File: config.mk
export PLATFORM = sky130hd
export DESIGN_NAME = irq_route_unit
export DESIGN_NICKNAME = d
export VERILOG_FILES = /design/src/rtl/irq_route_pkg.sv /design/src/rtl/irq_enable_bank.sv /design/src/rtl/irq_sum_latch.sv /design/src/rtl/irq_msb_enc.sv /design/src/rtl/irq_route_unit.sv
export SDC_FILE = /design/constraint.sdc
export NUM_CORES = 2
export LEC_CHECK = 0
export ABC_AREA = 0
export BUFFER_PORTS_ARGS = -buffer_cell sky130_fd_sc_hd__buf_2
export CORE_MARGIN = 4
export CORE_UTILIZATION = 45
export DETAILED_ROUTE_END_ITERATION = 8
export GPL_TIMING_DRIVEN = 0
export SYNTH_ARGS = -nofsm -noshare
export SYNTH_HDL_FRONTEND = slang
export SYNTH_SLANG_ARGS = --single-unit
File: constraint.sdc
create_clock -name clk_i -period 5.6 [get_ports clk_i]
set_input_delay 1.12 -clock clk_i [delete_from_list [all_inputs] [get_ports clk_i]]
set_output_delay 1.12 -clock clk_i [all_outputs]
set_load 0.005 [all_outputs]
File: src/rtl/irq_route_pkg.sv
package irq_route_pkg;
  typedef enum logic [1:0] {
    OP_FULL = 2'd0,
    OP_SET  = 2'd1,
    OP_CLR  = 2'd2,
    OP_SUM  = 2'd3
  } reg_op_e;
endpackage

File: src/rtl/irq_enable_bank.sv
module irq_enable_bank #(
  parameter int W = 64
) (
  input  logic         clk_i,
  input  logic         rst_ni,
  input  logic         wr_full_i,
  input  logic         wr_set_i,
  input  logic         wr_clr_i,
  input  logic [W-1:0] wdata_i,
  output logic [W-1:0] en_o
);
  always_ff @(posedge clk_i or negedge rst_ni) begin
    if (!rst_ni)        en_o <= '0;
    else if (wr_full_i) en_o <= wdata_i;
    else if (wr_set_i)  en_o <= en_o | wdata_i;
    else if (wr_clr_i)  en_o <= en_o & ~wdata_i;
  end

  assert_full_write_R2: assert property (@(posedge clk_i) disable iff (!rst_ni)
    wr_full_i |=> en_o == $past(wdata_i));
  assert_set_alias_R3: assert property (@(posedge clk_i) disable iff (!rst_ni)
    wr_set_i |=> ((en_o & $past(wdata_i)) == $past(wdata_i))
              && ((en_o & ~$past(wdata_i)) == ($past(en_o) & ~$past(wdata_i))));
  assert_clr_alias_R4: assert property (@(posedge clk_i) disable iff (!rst_ni)
    wr_clr_i |=> ((en_o & $past(wdata_i)) == '0)
              && ((en_o & ~$past(wdata_i)) == ($past(en_o) & ~$past(wdata_i))));
  assert_untouched_R5: assert property (@(posedge clk_i) disable iff (!rst_ni)
    !(wr_full_i || wr_set_i || wr_clr_i) |=> $stable(en_o));
endmodule

File: src/rtl/irq_sum_latch.sv
module irq_sum_latch #(
  parameter int          W          = 64,
  parameter logic [63:0] TIMER_MASK = 64'h00FF_0000_0000_0000
) (
  input  logic         clk_i,
  input  logic         rst_ni,
  input  logic [W-1:0] src_i,
  input  logic         clr_i,
  input  logic [W-1:0] clr_mask_i,
  output logic [W-1:0] sum_o
);
  localparam logic [W-1:0] TM = TIMER_MASK[W-1:0];

  logic [W-1:0] tmr_q;
  logic [W-1:0] kill;

  assign kill = clr_i ? clr_mask_i : '0;

  // set beats clear: the OR is applied after the mask
  always_ff @(posedge clk_i or negedge rst_ni) begin
    if (!rst_ni) tmr_q <= '0;
    else         tmr_q <= ((tmr_q & ~kill) | src_i) & TM;
  end

  assign sum_o = (src_i & ~TM) | tmr_q;

  assert_pulse_latches_R9: assert property (@(posedge clk_i) disable iff (!rst_ni)
    ((src_i & TM) != '0) |=> ((sum_o & $past(src_i & TM)) == $past(src_i & TM)));
  assert_sticky_R7: assert property (@(posedge clk_i) disable iff (!rst_ni)
    !clr_i |=> ((tmr_q & $past(tmr_q)) == $past(tmr_q)));
  assert_only_timer_R8: assert property (@(posedge clk_i) disable iff (!rst_ni)
    (tmr_q & ~TM) == '0);
endmodule

File: src/rtl/irq_msb_enc.sv
module irq_msb_enc #(
  parameter int W  = 64,
  parameter int IW = $clog2(W)
) (
  input  logic [W-1:0]  vec_i,
  output logic [IW-1:0] idx_o,
  output logic          vld_o
);
  always_comb begin
    idx_o = '0;
    for (int i = 0; i < W; i++) begin
      if (vec_i[i]) idx_o = IW'(i);
    end
  end
  assign vld_o = |vec_i;
endmodule

File: src/rtl/irq_route_unit.sv
module irq_route_unit #(
  parameter int          NUM_CORES  = 4,
  parameter int          W          = 64,
  parameter logic [63:0] TIMER_MASK = 64'h00FF_0000_0000_0000,
  parameter int          SL_W       = $clog2(2*NUM_CORES),
  parameter int          IDX_W      = SL_W + 1,
  parameter int          AW         = IDX_W + 2,
  parameter int          IW         = $clog2(W)
) (
  input  logic                          clk_i,
  input  logic                          rst_ni,
  input  logic [W-1:0]                  src0_i,
  input  logic [W-1:0]                  src1_i,
  input  logic                          bus_vld_i,
  input  logic                          bus_wr_i,
  input  logic [AW-1:0]                 bus_addr_i,
  input  logic [W-1:0]                  bus_wdata_i,
  output logic [W-1:0]                  bus_rdata_o,
  output logic [NUM_CORES-1:0]          irq0_o,
  output logic [NUM_CORES-1:0]          irq1_o,
  output logic [NUM_CORES-1:0][IW-1:0]  sel0_o,
  output logic [NUM_CORES-1:0]          sel0_vld_o,
  output logic [NUM_CORES-1:0][IW-1:0]  sel1_o,
  output logic [NUM_CORES-1:0]          sel1_vld_o
);
  import irq_route_pkg::*;

  localparam int NSLOT = 2 * NUM_CORES;

  reg_op_e                       op;
  logic [IDX_W-1:0]              idx;
  logic                          mapped;
  logic                          wr;
  logic                          sum_clr;
  logic [W-1:0]                  sum0;
  logic [W-1:0]                  sum1;
  logic [NSLOT-1:0][W-1:0]       en_w;
  logic [NUM_CORES-1:0][W-1:0]   act0;
  logic [NUM_CORES-1:0][W-1:0]   act1;

  assign op      = reg_op_e'(bus_addr_i[AW-1:IDX_W]);
  assign idx     = bus_addr_i[IDX_W-1:0];
  assign mapped  = int'(idx) < NSLOT;
  assign wr      = bus_vld_i && bus_wr_i && mapped;
  assign sum_clr = wr && (op == OP_SUM) && !idx[0];
  assign sum1    = src1_i;

  irq_sum_latch #(.W(W), .TIMER_MASK(TIMER_MASK)) u_sum0 (
    .clk_i      (clk_i),
    .rst_ni     (rst_ni),
    .src_i      (src0_i),
    .clr_i      (sum_clr),
    .clr_mask_i (bus_wdata_i),
    .sum_o      (sum0)
  );

  for (genvar s = 0; s < NSLOT; s++) begin : g_slot
    logic hit;
    assign hit = wr && (int'(idx) == s);
    irq_enable_bank #(.W(W)) u_bank (
      .clk_i     (clk_i),
      .rst_ni    (rst_ni),
      .wr_full_i (hit && (op == OP_FULL)),
      .wr_set_i  (hit && (op == OP_SET)),
      .wr_clr_i  (hit && (op == OP_CLR)),
      .wdata_i   (bus_wdata_i),
      .en_o      (en_w[s])
    );
  end

  for (genvar c = 0; c < NUM_CORES; c++) begin : g_core
    assign act0[c]   = sum0 & en_w[2*c];
    assign act1[c]   = sum1 & en_w[2*c+1];
    assign irq0_o[c] = |act0[c];
    assign irq1_o[c] = |act1[c];

    irq_msb_enc #(.W(W), .IW(IW)) u_enc0 (
      .vec_i (act0[c]),
      .idx_o (sel0_o[c]),
      .vld_o (sel0_vld_o[c])
    );
    irq_msb_enc #(.W(W), .IW(IW)) u_enc1 (
      .vec_i (act1[c]),
      .idx_o (sel1_o[c]),
      .vld_o (sel1_vld_o[c])
    );

    assert_line_vs_enc_R6: assert property (@(posedge clk_i) disable iff (!rst_ni)
      irq0_o[c] == sel0_vld_o[c] && irq1_o[c] == sel1_vld_o[c]);
    assert_msb_pick_R10: assert property (@(posedge clk_i) disable iff (!rst_ni)
      sel0_vld_o[c] |-> ((act0[c] >> sel0_o[c]) == W'(1)));
  end

  always_ff @(posedge clk_i or negedge rst_ni) begin
    if (!rst_ni) begin
      bus_rdata_o <= '0;
    end else if (bus_vld_i && !bus_wr_i && mapped) begin
      if (op == OP_SUM) bus_rdata_o <= idx[0] ? sum1 : sum0;
      else              bus_rdata_o <= en_w[idx[SL_W-1:0]];
    end else begin
      bus_rdata_o <= '0;
    end
  end

  assert_unmapped_wr_R11: assert property (@(posedge clk_i) disable iff (!rst_ni)
    (bus_vld_i && bus_wr_i && !mapped) |=> $stable(en_w));
  assert_unmapped_rd_R11: assert property (@(posedge clk_i) disable iff (!rst_ni)
    (bus_vld_i && !bus_wr_i && !mapped) |=> bus_rdata_o == '0);
  assert_idle_rdata_R12: assert property (@(posedge clk_i) disable iff (!rst_ni)
    !bus_vld_i |=> bus_rdata_o == '0);
endmodule

==> flow_summary.ini <==
[sta]
period_minus_slack_ns = 5.63
tightest_slew_ns = 1.56
max_slew_margin_pct = -3.92
rsz0062_at_grt = no
final.setup.tns_ns = -0.0311
min_period_over_period_pct = 101
max_freq_mhz = 178
finalClockSkew_ns = 0.0323
setup_slack_ns = -0.0311
hold_viol_final = 0
setup_viol = 1
final_max_slew_viol_count = 21

[synthesis]
yosysSeqAreaShare_pct = 39.6
syn_area_mm2 = 0.0369
syn_avg_cell_area_um2 = 8.33
yosysTopAreaCellShare_pct = 39.6
synthTopCellsByArea = dfrtp_1 40%, nand2_1 15%, mux4_2 7.8%
syn_nets = 4633
synth_top_flop_cell = dfrtp_1
yosysWarnings = 0
synth_edf_count = 0
yosysTopAreaCell = dfrtp_1
async_reset_ff_share_pct = 100
ys_types = 80
ys_ff_latch = 584
syn_inst = 4431

[clock_tree]
cts_resized = 0
numCtsBuffers = 70
cts_sinks = 584
cts_tree = yes
cts_hold_buf = 0
clock_latency_ns = 0.67
root_buffer = clkbuf_16
max-clock-path-buffers = 3
postCtsSetupBuffers = 0
htree_levels = 3
clk_pin_slew_ns = 0.06

[flow_run]
cap_violations = 2

[critical_path]
critPathArrivalTime_ns = 4.51
worstSetupStartpointType = input pin
crit_path_max_incr_delay_ns = 0.97
cp.required_ns = 4.48
path_cells = clkbuf_1 > a22oi_1 > nand3_1 > a311oi_1 > nand4_1 > o2111a_1 > o21ai_1 > buf_2
crit_type = input pin to primary output
reg2reg_depth = 3
reg2reg_to = bus_rdata_o[33]$_DFF_PN0_
slowest_stage = a311oi_1
crit_path_end_kind = primary output
critPathMaxFanout = 9
rrSetupSlack_ns = 3.83

[floorplan]
initial_core_util_pct = 45.6
io_pins = 330
die_w_um = 294
dieArea_mm2 = 0.0866
rows = 104
core-area_mm2 = 0.0809
die_h_um = 294

[routing]
via_per_inst = 6.92
drtAntennaViolNets = 0
drc = 0
wl_per_cell_um = 35.3
drtIter0Drc = 7160
routed_wl_um = 205000
vias = 40200
dr.pass1.iters = 7

[pwr]
total_power_mw = 14.8
p_leak_nw = 19.9
p_per_area_mw_per_mm2 = 354
ir_drop_mv = 0.290

[global_route]
grt_pass1_vias = 37100
grt_start_max_net_pins = 119
grt_use_total_pct = 46.4
grt_pass1_wl_um = 286000
antenna_found_initial = 23
grt.overflow.total = 0

[placed_design]
portBuffers = 176
routabilityCongestion = 1.08
hpwl_um = 157000

[worst_hold_path]
hp-class = input pin to asynchronous set/reset pin

[run_status]
violations = capacitance limit, slew limit, setup timing
status = finished with violations

[cells_and_area]
fin_nets = 4890
fillers = 7952
finish.utilization_pct = 51.4
area_growth_pct = 12.8
drive_above_1_share_pct = 12.7
logic make-up (layout without fill, tap and decap cells):
family / count (synthesis) / after routing / share of synthesized area [%]
and+or+nand+nor: 1838 / 1838 / 21.1
buffers and inverters: 456 / 763 / 5.42
muxes: 192 / 192 / 9.55
AOI/OAI and AO/OA: 1361 / 1361 / 24.3
other: 0 / 15 / 0
DFF: 584 / 584 / 39.6
critical path, delay by kind of cell:
family          cells  cell delay [ns]
compound gates      4             2.16
buf+inv             2             0.50
simple gates        2             0.71
power breakdown:
| part | switching, mW | total (mW) | internal [mW] |
|---|---|---|---|
| Sequential | 0.794 | 5.52 | 4.72 |
| Combinational | 3.05 | 4.53 | 1.48 |
| Clock | 2.00 | 4.71 | 2.71 |
| Total | 5.85 | 14.8 | 8.91 |
metrics by stage:
stage / instance area [µm²] / hold WS, ns / worst slack [ns] / cells
global route: 41600 / 0.452 / 0.0156 / 5804
CTS: 41600 / 0.417 / 0.322 / 5796
detailed placement: 39300 / 0.522 / 0.335 / 5674
finish: 41600 / 0.415 / -0.0311 / 5813
global placement: 39100 / 0.514 / -9.45 / 5667
floorplan: 36900 / 0.482 / 1.83 / 4431
layer usage:
metal / track usage, % / up-vias / part of all wire, %
li1: - / 16400 / -
met1: 65.3 / 19800 / 39
met2: 63.5 / 3380 / 40
met3: 15.2 / 581 / 15
met4: 24.2 / 14 / 6.5
met5: 0 / - / 0.049
cells in the mapped netlist, types with 34 or more instances:
| master | n |
|---|---|
| nand3_1 | 101 |
| a22o_1 | 60 |
| nor2b_1 | 76 |
| a21oi_1 | 97 |
| dfrtp_1 | 584 |
| a22oi_1 | 145 |
| mux4_2 | 128 |
| mux2i_1 | 64 |
| nand2_1 | 1436 |
| inv_1 | 77 |
| buf_2 | 95 |
| nor2_1 | 54 |
| a21o_1 | 78 |
| clkbuf_1 | 237 |
| a32oi_1 | 41 |
| o21ai_0 | 566 |
| nand4_1 | 34 |
| a32o_1 | 38 |
| a211oi_1 | 147 |
how the worst max path moves through the flow:
stage	startpoint	endpoint	depth (start not counted)
floorplan	src1_i[55]	irq1_o[2]	8
global placement	rst_ni	asynchronous set/reset pin	1
detailed placement	src1_i[32]	sel1_o[20]	8
CTS	src1_i[32]	sel1_o[20]	8
global route	src1_i[32]	sel1_o[20]	8
finish	src1_i[32]	sel1_o[20]	8
cell usage in the layout (no fill, tap or decap), types with 18 or more instances in the layout:
cell type / Yosys / layout
and2_1: 26 / 26
o211ai_1: 19 / 19
o2111ai_1: 20 / 20
a21oi_1: 97 / 97
buf_4: 33 / 33
nand4_1: 34 / 34
a22oi_1: 145 / 145
nand2_1: 1436 / 1436
inv_1: 77 / 77
clkbuf_1: 237 / 243
a32o_1: 38 / 38
and3_1: 18 / 18
a22o_1: 60 / 60
nor2_1: 54 / 54
dfrtp_1: 584 / 584
nand3_1: 101 / 101
a21o_1: 78 / 78
mux2i_1: 64 / 64
mux4_2: 128 / 128
buf_2: 95 / 271
o21ai_0: 566 / 566
clkbuf_16: 0 / 71
a32oi_1: 41 / 41
clkbuf_8: 0 / 18
nor2b_1: 76 / 76
a211oi_1: 147 / 147
a222oi_1: 24 / 24
final cells by class:
class | count | area (µm²) | area share [%]
multi-input combinational | 3391 | 20300 | 48.7
sequential | 584 | 14600 | 35.1
clock buffer | 97 | 2050 | 4.94
buffer | 378 | 1710 | 4.11
tap | 1060 | 1330 | 3.19
timing repair buffer | 185 | 1070 | 2.56
inverter | 78 | 293 | 0.703
clock inverter | 25 | 243 | 0.583
antenna | 15 | 37.5 | 0.0902
Note: power is estimated with default switching activity, not from simulation.
